**config.mk**
```make
export PLATFORM = sky130hd
export DESIGN_NAME = wdt_reset_router
export DESIGN_NICKNAME = d
export VERILOG_FILES = /design/src/rtl/wrr_pkg.sv /design/src/rtl/wrr_cfg_reg.sv /design/src/rtl/wrr_evt_detect.sv /design/src/rtl/wrr_seq.sv /design/src/rtl/wdt_reset_router.sv
export SDC_FILE = /design/constraint.sdc
export NUM_CORES = 1
export LEC_CHECK = 0
export ABC_AREA = 1
export ABC_CLOCK_PERIOD_IN_PS = 1950
export BUFFER_PORTS_ARGS = -buffer_cell sky130_fd_sc_hd__buf_2
export CAP_MARGIN = 25
export CORE_MARGIN = 4
export CORE_UTILIZATION = 50
export CTS_BUF_LIST = sky130_fd_sc_hd__clkbuf_4
export DETAILED_ROUTE_END_ITERATION = 12
export PLACE_DENSITY = 0.83
export SLEW_MARGIN = 20
export SYNTH_ARGS = -nofsm -noshare
export SYNTH_HDL_FRONTEND = slang
export SYNTH_SLANG_ARGS = --single-unit
```
**constraint.sdc**
```tcl
create_clock -name clk -period 1.95 [get_ports clk]
set_input_delay 0.39 -clock clk [delete_from_list [all_inputs] [get_ports clk]]
set_output_delay 0.39 -clock clk [all_outputs]
set_load 0.05 [all_outputs]
```
**src/rtl/wrr_pkg.sv**
```systemverilog
package wrr_pkg;
   localparam int unsigned REG_W    = 32;
   localparam int unsigned DLY_W    = 3;
   localparam int unsigned LOCK_B   = 0;
   localparam int unsigned MODE_LSB = 1;
   localparam int unsigned STAT_B   = 4;
   localparam int unsigned DLY_LSB  = 5;
   localparam int unsigned CLR_B    = 9;

   typedef enum logic [2:0] {
      ACT_NONE     = 3'b000,
      ACT_RSV1     = 3'b001,
      ACT_LRST     = 3'b010,
      ACT_NMI      = 3'b011,
      ACT_NMI_LRST = 3'b100,
      ACT_DEV      = 3'b101,
      ACT_RSV6     = 3'b110,
      ACT_RSV7     = 3'b111
   } action_e;

   typedef struct packed {
      logic [DLY_W-1:0] dly;
      action_e          act;
      logic             lock;
   } cfg_t;

   localparam logic [DLY_W-1:0] DLY_RST = 3'b100;
endpackage

```
**src/rtl/wrr_cfg_reg.sv**
```systemverilog
module wrr_cfg_reg
   import wrr_pkg::*;
(
   input  logic             clk,
   input  logic             rst_n,
   input  logic             wr_en,
   input  logic [REG_W-1:0] wr_data,
   input  logic             evt,
   output cfg_t             cfg,
   output logic             stat
);
   logic clr_req;
   assign clr_req = wr_en & wr_data[CLR_B];

   always_ff @(posedge clk or negedge rst_n) begin
      if (!rst_n) begin
         cfg <= '{dly: DLY_RST, act: ACT_NONE, lock: 1'b0};
      end else if (wr_en && !cfg.lock) begin
         cfg <= '{dly:  wr_data[DLY_LSB +: DLY_W],
                  act:  action_e'(wr_data[MODE_LSB +: 3]),
                  lock: wr_data[LOCK_B]};
      end
   end

   always_ff @(posedge clk or negedge rst_n) begin
      if (!rst_n)       stat <= 1'b0;
      else if (evt)     stat <= 1'b1;
      else if (clr_req) stat <= 1'b0;
   end

   logic unused_wr_bits;
   assign unused_wr_bits = ^{wr_data[REG_W-1:CLR_B+1], wr_data[8], wr_data[STAT_B]};

   p_lock_freezes_r10: assert property (@(posedge clk) disable iff (!rst_n)
      $past(cfg.lock) |-> $stable(cfg));
   p_evt_sets_stat_r9: assert property (@(posedge clk) disable iff (!rst_n)
      evt |=> stat);
   p_stat_sticky_r9: assert property (@(posedge clk) disable iff (!rst_n)
      (stat && !clr_req) |=> stat);
endmodule

```
**src/rtl/wrr_evt_detect.sv**
```systemverilog
module wrr_evt_detect #(
   parameter int unsigned EDGE_DETECT = 1
) (
   input  logic clk,
   input  logic rst_n,
   input  logic wd_event,
   output logic evt
);
   generate
      if (EDGE_DETECT != 0) begin : g_edge
         logic prev_q;
         always_ff @(posedge clk or negedge rst_n) begin
            if (!rst_n) prev_q <= 1'b0;
            else        prev_q <= wd_event;
         end
         assign evt = wd_event & ~prev_q;

         p_single_evt_r11: assert property (@(posedge clk) disable iff (!rst_n)
            evt |=> !evt);
      end else begin : g_level
         assign evt = wd_event;
      end
   endgenerate
endmodule

```
**src/rtl/wrr_seq.sv**
```systemverilog
module wrr_seq
   import wrr_pkg::*;
#(
   parameter int unsigned BASE_LOG2 = 8,
   parameter int unsigned CNT_W     = BASE_LOG2 + (1 << DLY_W)
) (
   input  logic clk,
   input  logic rst_n,
   input  logic evt,
   input  logic tick_en,
   input  cfg_t cfg,
   output logic nmi_o,
   output logic lrst_o,
   output logic devrst_o
);
   logic             busy_q;
   logic [CNT_W-1:0] cnt_q;
   logic [CNT_W-1:0] load_val;

   assign load_val = {{(CNT_W-1){1'b0}}, 1'b1} << (BASE_LOG2 + int'(cfg.dly));

   always_ff @(posedge clk or negedge rst_n) begin
      if (!rst_n) begin
         busy_q   <= 1'b0;
         cnt_q    <= '0;
         nmi_o    <= 1'b0;
         lrst_o   <= 1'b0;
         devrst_o <= 1'b0;
      end else begin
         nmi_o    <= 1'b0;
         lrst_o   <= 1'b0;
         devrst_o <= 1'b0;
         if (busy_q && tick_en) begin
            if (cnt_q == {{(CNT_W-1){1'b0}}, 1'b1}) begin
               lrst_o <= 1'b1;
               busy_q <= 1'b0;
               cnt_q  <= '0;
            end else begin
               cnt_q <= cnt_q - 1'b1;
            end
         end
         if (evt && !busy_q) begin
            unique case (cfg.act)
               ACT_LRST: lrst_o <= 1'b1;
               ACT_NMI:  nmi_o  <= 1'b1;
               ACT_NMI_LRST: begin
                  nmi_o  <= 1'b1;
                  busy_q <= 1'b1;
                  cnt_q  <= load_val;
               end
               ACT_DEV:  devrst_o <= 1'b1;
               default: ;
            endcase
         end
      end
   end

   p_one_output_r12: assert property (@(posedge clk) disable iff (!rst_n)
      $onehot0({nmi_o, lrst_o, devrst_o}));
   p_wait_quiet_r8: assert property (@(posedge clk) disable iff (!rst_n)
      (busy_q && $past(busy_q)) |-> (!nmi_o && !devrst_o));
   p_wait_armed_by_nmi_r7: assert property (@(posedge clk) disable iff (!rst_n)
      $rose(busy_q) |-> nmi_o);
   p_cnt_live_r7: assert property (@(posedge clk) disable iff (!rst_n)
      busy_q |-> (cnt_q != '0));
   p_idle_codes_silent_r3: assert property (@(posedge clk) disable iff (!rst_n)
      (evt && !busy_q && cfg.act inside {ACT_NONE, ACT_RSV1, ACT_RSV6, ACT_RSV7})
      |=> (!nmi_o && !lrst_o && !devrst_o));
endmodule

```
**src/rtl/wdt_reset_router.sv**
```systemverilog
module wdt_reset_router
   import wrr_pkg::*;
#(
   parameter int unsigned BASE_LOG2   = 8,
   parameter int unsigned EDGE_DETECT = 1
) (
   input  logic        clk,
   input  logic        rst_n,
   input  logic        wr_en,
   input  logic [31:0] wr_data,
   output logic [31:0] rd_data,
   input  logic        wd_event,
   input  logic        tick_en,
   output logic        nmi_o,
   output logic        lrst_o,
   output logic        devrst_o
);
   localparam int unsigned CNT_W = BASE_LOG2 + (1 << DLY_W);

   generate
      if (BASE_LOG2 < 1 || BASE_LOG2 > 24) begin : g_bad_base
         $error("wdt_reset_router: BASE_LOG2 out of range");
      end
      if (EDGE_DETECT > 1) begin : g_bad_edge
         $error("wdt_reset_router: EDGE_DETECT must be 0 or 1");
      end
   endgenerate

   cfg_t cfg;
   logic stat;
   logic evt;

   wrr_evt_detect #(.EDGE_DETECT(EDGE_DETECT)) u_evt (
      .clk(clk), .rst_n(rst_n), .wd_event(wd_event), .evt(evt)
   );

   wrr_cfg_reg u_cfg (
      .clk(clk), .rst_n(rst_n), .wr_en(wr_en), .wr_data(wr_data),
      .evt(evt), .cfg(cfg), .stat(stat)
   );

   wrr_seq #(.BASE_LOG2(BASE_LOG2), .CNT_W(CNT_W)) u_seq (
      .clk(clk), .rst_n(rst_n), .evt(evt), .tick_en(tick_en), .cfg(cfg),
      .nmi_o(nmi_o), .lrst_o(lrst_o), .devrst_o(devrst_o)
   );

   always_comb begin
      rd_data                      = '0;
      rd_data[LOCK_B]              = cfg.lock;
      rd_data[MODE_LSB +: 3]       = cfg.act;
      rd_data[STAT_B]              = stat;
      rd_data[DLY_LSB +: DLY_W]    = cfg.dly;
   end

   p_rsvd_zero_r2: assert property (@(posedge clk) disable iff (!rst_n)
      (rd_data[31:9] == '0) && !rd_data[8]);
endmodule

```
==> results of run 1 <==
## power groups by stage
stage | logic (mW) | registers [mW] | clock network (mW)
after floorplan | 0.156 | 0.618 | 0
after global placement | 0.141 | 0.618 | 0
after detailed placement | 0.142 | 0.617 | 0
after CTS | 0.142 | 0.606 | 0.376
after global routing | 0.152 | 0.606 | 0.409
final | 0.142 | 0.606 | 0.359
## metal layers
metal	vias up	routed length [microns]
met5	-	0
met3	3	252
li1	705	-
met2	44	1474
met4	0	32
met1	618	1334
## path summary, 6_finish.rpt
| kind | slack (ps) | depth (start not counted) | from | to |
|---|---|---|---|---|
| max reg2reg | 360 | 8 | u_seq.cnt_q[0]$_DFF_PN0_ | u_seq.cnt_q[8]$_DFF_PN0_ |
| max | 360 | 8 | u_seq.cnt_q[0]$_DFF_PN0_ | u_seq.cnt_q[8]$_DFF_PN0_ |
| max in group asynchronous | 1480 | 1 | rst_n | u_cfg.cfg[5]$_DFFE_PN0P_ |
| min in group clk | 180 | 1 | wd_event | u_evt.g_edge.prev_q$_DFF_PN0_ |
| min | 60 | 1 | rst_n | u_seq.cnt_q[5]$_DFF_PN0_ |
| min reg2reg | 480 | 2 | u_cfg.stat$_DFFE_PN0P_ | u_cfg.stat$_DFFE_PN0P_ |
## area by class of cell
cell class	count	area [sq um]	area share (%)
clock inverter	2	10.01	0.5380
timing repair buffer	23	115.1	6.187
inverter	29	113.9	6.120
clock buffer	6	45.04	2.421
multi-input combinational	164	792.0	42.57
sequential	29	726.9	39.07
tap	46	57.56	3.093
## critical path, stage by stage, from the launching register on
cell,delay (ps)
dfrtp_1,410
inv_1,130
ha_1,170
nand3_1,150
nor2_4,270
nand2_2,100
o21bai_1,150
nand3_1,90
nand2_1,60
## cell usage after synthesis
library cell,count
nand4_1,7
nand4_4,1
nand2_4,1
clkbuf_1,1
inv_1,27
a21oi_1,8
xnor2_1,2
buf_4,25
o21ai_0,1
nor2_1,33
o21a_1,1
nand3_1,11
nor2_4,3
nand3_2,1
nand2_1,55
dfrtp_1,28
dfstp_2,1
nor2_2,2
nor3b_1,1
inv_6,1
inv_2,1
nand2_2,2
xor2_1,4
nor3_1,2
ha_1,2
o21ai_2,1
o21bai_1,1
conb_1,1
o31ai_1,1
## sequential cells by signal (all words and copies together), names as in the netlist
register / count
u_cfg.cfg: 7
u_seq.nmi_o: 1
u_seq.devrst_o: 1
u_seq.cnt_q: 16
u_evt.g_edge.prev_q: 1
u_cfg.stat: 1
u_seq.busy_q: 1
u_seq.lrst_o: 1
## stage by stage
step	total power, mW	cell area [sq um]	utilization [%]	cells	worst slack (ps)
after CTS	1.124	1861	55.76	299	350.4
final	1.107	1861	55.76	299	362.6
after global routing	1.167	1861	55.76	299	276.1
after detailed placement	0.7595	1805	54.11	291	389.8
after floorplan	0.7733	1824	-	248	593.3
after global placement	0.7588	1805	54.11	291	448.5
## cells by family (layout without fill, tap and decap cells)
logic type / after synthesis / in the layout
xor+xnor: 6 / 6
flops: 29 / 29
simple gates: 119 / 119
buf+inv: 55 / 60
compound gates: 13 / 13
fa+ha+maj: 2 / 2
other cells: 1 / 24
## cell usage in the layout (no fill, tap or decap), drive strengths merged, types with 4 or more instances in the layout
cell type,count
nand2,58
nor2,38
inv,29
dfrtp,28
conb,24
buf,23
nand3,12
a21oi,8
nand4,8
clkbuf,6
xor2,4
==> reports/qor.yml, run 1 <==
status: "finished, final reports clean"
grt_usage_pct: 15.65
relSlewSlack_pct: 58.78
clockRootBuffer: "clkbuf_4"
core.rowCount: 21
drc: 0
p_int_mw: 0.7674
drt_wl_total_mm: 3.094
p_leak_nw: 1.005
rsz0062_at_grt: "no"
combPwrFrac_pct: 12.8
grtUsageMet3_pct: 6.408
core_sq_um: 3337
initial_core_util_pct: 52.08
path_max_fanout: 8
syn_inst: 225
finalSetupViolCount: 0
p_sw_mw: 0.3394
met1_usage_pct: 18.98
holdWs_ps: 57.39
synth_warnings: 0
start_kind: "register"
synth_adder_area_share_pct: 1.440
grt_overflow: 0
top_usage_layer: "met2"
hp-class: "input pin to asynchronous set/reset pin"
grt_pass1_vias: 1257
avgSynthCellArea_sq_um: 7.724
die-width_microns: 66.96
ys_top_cells_by_area: "dfrtp_1 40%, nand2_1 12%, buf_4 11%"
grt_pass1_wl_mm: 5.237
yosys.area.top_type: "dfrtp_1"
cellPowerDensity_nw_per_um2: 594.9
via_per_inst: 4.582
max_freq_mhz: 630.0
synth-xor-area-share_pct: 3.024
routabilityCongestion: 0.8153
grt_max_degree: 30
port_buffers: 23
seqPwrFrac_pct: 54.7
worstSkewPairLatency_ps: 330
routed-via-count: 1370
cp.arrival_ps: 1860
use_met2_pct: 24.88
slew_violations: 0
synth_compound_area_share_pct: 4.392
pwr-share-clk_pct: 32.5
ys_types: 29
top_level_ports: 72
drt_iter0_drc: 112
path_class: "register to register"
postCtsSetupRepairBufs: 0
wl_per_cell_microns: 10.35
drt_pass1_iterations: 4
die_h_microns: 66.96
n_antenna_cell: 0
ys_seq_area_share_pct: 41.83
worst_slew_pin_slew_ps: 618.3
h-tree-depth: 2
timing.final.crit_period_ps: 1587
dp_hpwl_mm: 2.398
synth_mux_area_share_pct: 0
clock-sinks: 29
cts_buffer_depth: 2
syn2layout_area_growth_pct: 7.055
drive_above_1_share_pct: 17.79
finalHoldViolations: 0
clk_pin_slew_ps: 90
crit_path_end_kind: "register"
final_net_count: 291
worstPathRequired_ps: 2220
fin_setup_tns_ps: 0
numCtsBuffers: 5
ys_ff_latch: 29
period_share_pct: 81.41
synth.top_cell.area_share_pct: 40.32
synth_top_family_by_area: "simple AND/OR/NAND/NOR gates"
netlist_area_sq_um: 1738
cts_hold_buf: 0
grt_antenna_before_repair: 0
cts_tree: "done"
postRouteAntennaNets: 0
swShare_pct: 30.66
dieArea_sq_um: 4483
n_fill_cell: 336
yosys.area_share.simple_pct: 31.53
clock_skew_ps: 5.394
cts_resized: 0
cap_violations: 0
ir_worst_vdd_mv: 0.3524
Power figures use the tool's default switching activity.
==> run 2: changes to the inputs <==
ABC_CLOCK_PERIOD_IN_PS = 1400   (was 1950)
CORE_UTILIZATION = 45   (was 50)
PLACE_DENSITY = 0.79   (was 0.83)
clock period = 1.4 ns   (was 1.95 ns; I/O delays follow)
==> run 2 against run 1 <==
Compared with the run above:
- sequential power is 39% higher
- critical endpoint is now u_seq.cnt_q[4]$_DFF_PN0_
- highest routed layer unchanged
- largest power group unchanged
- the flow now finishes with violations (negative setup slack)
- setup slack lost 400 ps
- wire length increased by 11%
==> reports/qor.yml, run 2 (same netlist as run 1, synthesis figures left out) <==
final_cell_mix: "54 x nand2_1, 30 x nor2_1, 27 x dfrtp_1"
ir_worst_vdd_mv: 0.5280
layout_commonest_cell: "nand2_1"
cts_tree: "done"
grt_overflow: 0
grt_antenna_before_repair: 0
n_antenna_cell: 0
via_per_inst: 4.502
pre_cts_ws_ps: -56.34
setup_slack_ps: -39.01
drt_wl_total_mm: 3.424
finalSetupViolCount: 3
p_total_mw: 1.739
wl_per_cell_microns: 10.67
grt_usage_pct: 14.95
core_sq_um: 3689
drt_iter0_drc: 55
violations: "negative setup slack"
period_share_pct: 102.8
largest_register_ffs: 16
crit_chain: "inv_2 -> ha_1 -> nand3_2 -> nor2_4 -> buf_4 -> xor2_1 -> nor2_1"
hp-class: "input pin to register"
routabilityCongestion: 0.8063
regArea_sq_um: 728.2
r2r_cells: 7
clk_pin_slew_ps: 100
syn2layout_area_growth_pct: 20.59
drive_above_1_share_pct: 27.47
max_stage_delay_ps: 420
slew_violations: 0
holdPathEnd: "u_evt.g_edge.prev_q$_DFF_PN0_"
port_buffers: 23
cp.arrival_ps: 1670
timing.final.crit_period_ps: 1439
dieArea_sq_um: 4920
crit_path_end_kind: "register"
p_leak_nw: 1.132
final_net_count: 311
holdWs_ps: 55.21
rsz0062_at_grt: "yes"
dp_hpwl_mm: 2.575
cap_violations: 0
cts_buffer_depth: 2
hp-start: "wd_event"
numCtsBuffers: 5
grt_pass1_vias: 1462
drc: 0
cellPowerDensity_nw_per_um2: 830.0
timing.rr.start: "u_seq.cnt_q[0]$_DFF_PN0_"
clock_skew_ps: 12.42
top_level_ports: 72
reg2reg_to: "u_seq.cnt_q[4]$_DFF_PN0_"
clock-sinks: 29
max_freq_mhz: 694.9
h-tree-depth: 2
status: "finished, violations left"
path_class: "register to register"
die-width_microns: 70.15
min_path_cells: 1
ff2ff_setup_slack_ps: -40
finalHoldViolations: 0
initial_core_util_pct: 47.12
multiInputGateArea_sq_um: 824.5
n_fill_cell: 373
top_regs: "u_seq.cnt_q (16), u_cfg.cfg (7)"
regMostFlops: "u_seq.cnt_q"
worstPathRequired_ps: 1630
grt_max_degree: 30
start_kind: "register"
worstSkewPairLatency_ps: 340
core.rowCount: 22
postRouteAntennaNets: 0
cp_slowest_cell: "dfrtp_1"
die_h_microns: 70.15
drt_pass1_iterations: 4
grt_pass1_wl_mm: 6.009
routed-via-count: 1445
clockRootBuffer: "clkbuf_4"
path_max_fanout: 8
[run 2: through the flow]
step,cells,utilization (%),setup TNS (ps),instance area [sq um]
2_1_floorplan,248,-,0,1824
3_3_place_gp,307,52.20,-80.25,1926
3_5_place_dp,307,52.20,-156.9,1926
4_1_cts,317,55.05,0,2031
5_1_grt,321,56.82,-1315,2096
6_report,321,56.82,-87.48,2096
[run 2: final cells by class]
| class | instances | share of cell area, % |
|---|---|---|
| clock inverters | 2 | 1.672 |
| well taps | 48 | 2.866 |
| flip-flops and latches | 29 | 34.75 |
| multi-input cells | 164 | 39.34 |
| repair buffers | 43 | 13.79 |
| clock buffers | 6 | 2.149 |
| inverters | 29 | 5.433 |
[run 2: where the power goes]
group / internal, mW / switching [mW] / total (mW)
registers: 0.842 / 0.00206 / 0.844
clock network: 0.393 / 0.298 / 0.691
logic: 0.0225 / 0.182 / 0.204
total: 1.26 / 0.482 / 1.74
[run 2: metal layers]
layer / vias to the layer above / share of wire [%] / GRT usage [%]
li1: 743 / - / -
met1: 655 / 42 / 17.39
met2: 38 / 50 / 26.34
met3: 9 / 5.8 / 3.453
met4: 0 / 1.7 / 5.957
met5: - / 0 / 0
[run 2: how the worst max path moves through the flow]
stage / endpoint / slack (ps) / from / cells past startpoint
floorplan: u_seq.cnt_q[9]$_DFF_PN0_ / 40 / u_cfg.cfg[2]$_DFFE_PN0P_ / 6
global placement: u_seq.cnt_q[10]$_DFF_PN0_ / -50 / u_seq.cnt_q[0]$_DFF_PN0_ / 8
detailed placement: u_seq.cnt_q[10]$_DFF_PN0_ / -60 / u_seq.cnt_q[0]$_DFF_PN0_ / 8
CTS: u_seq.cnt_q[9]$_DFF_PN0_ / 0.3 / u_seq.busy_q$_DFF_PN0_ / 9
global route: u_seq.cnt_q[10]$_DFF_PN0_ / -130 / u_seq.cnt_q[0]$_DFF_PN0_ / 8
finish: u_seq.cnt_q[4]$_DFF_PN0_ / -40 / u_seq.cnt_q[0]$_DFF_PN0_ / 7
[run 2: worst max-delay path: cells and delay by family (launching register included)]
family                   cells  cell delay (ps)
flip-flops                   1              420
XOR/XNOR                     1              130
AND/OR/NAND/NOR              3              400
adder cells (fa/ha/maj)      1              150
buffers and inverters        2              240
[run 2: what timing repair did]
item / in CTS / in global routing
endpoints found under the hold margin: 28 / 0
setup buffers: 1 / 4
hold buffers: 1 / 0
resized for setup: 4 / 10
setup endpoints to repair: 10 / 18
pin swaps: 3 / 3
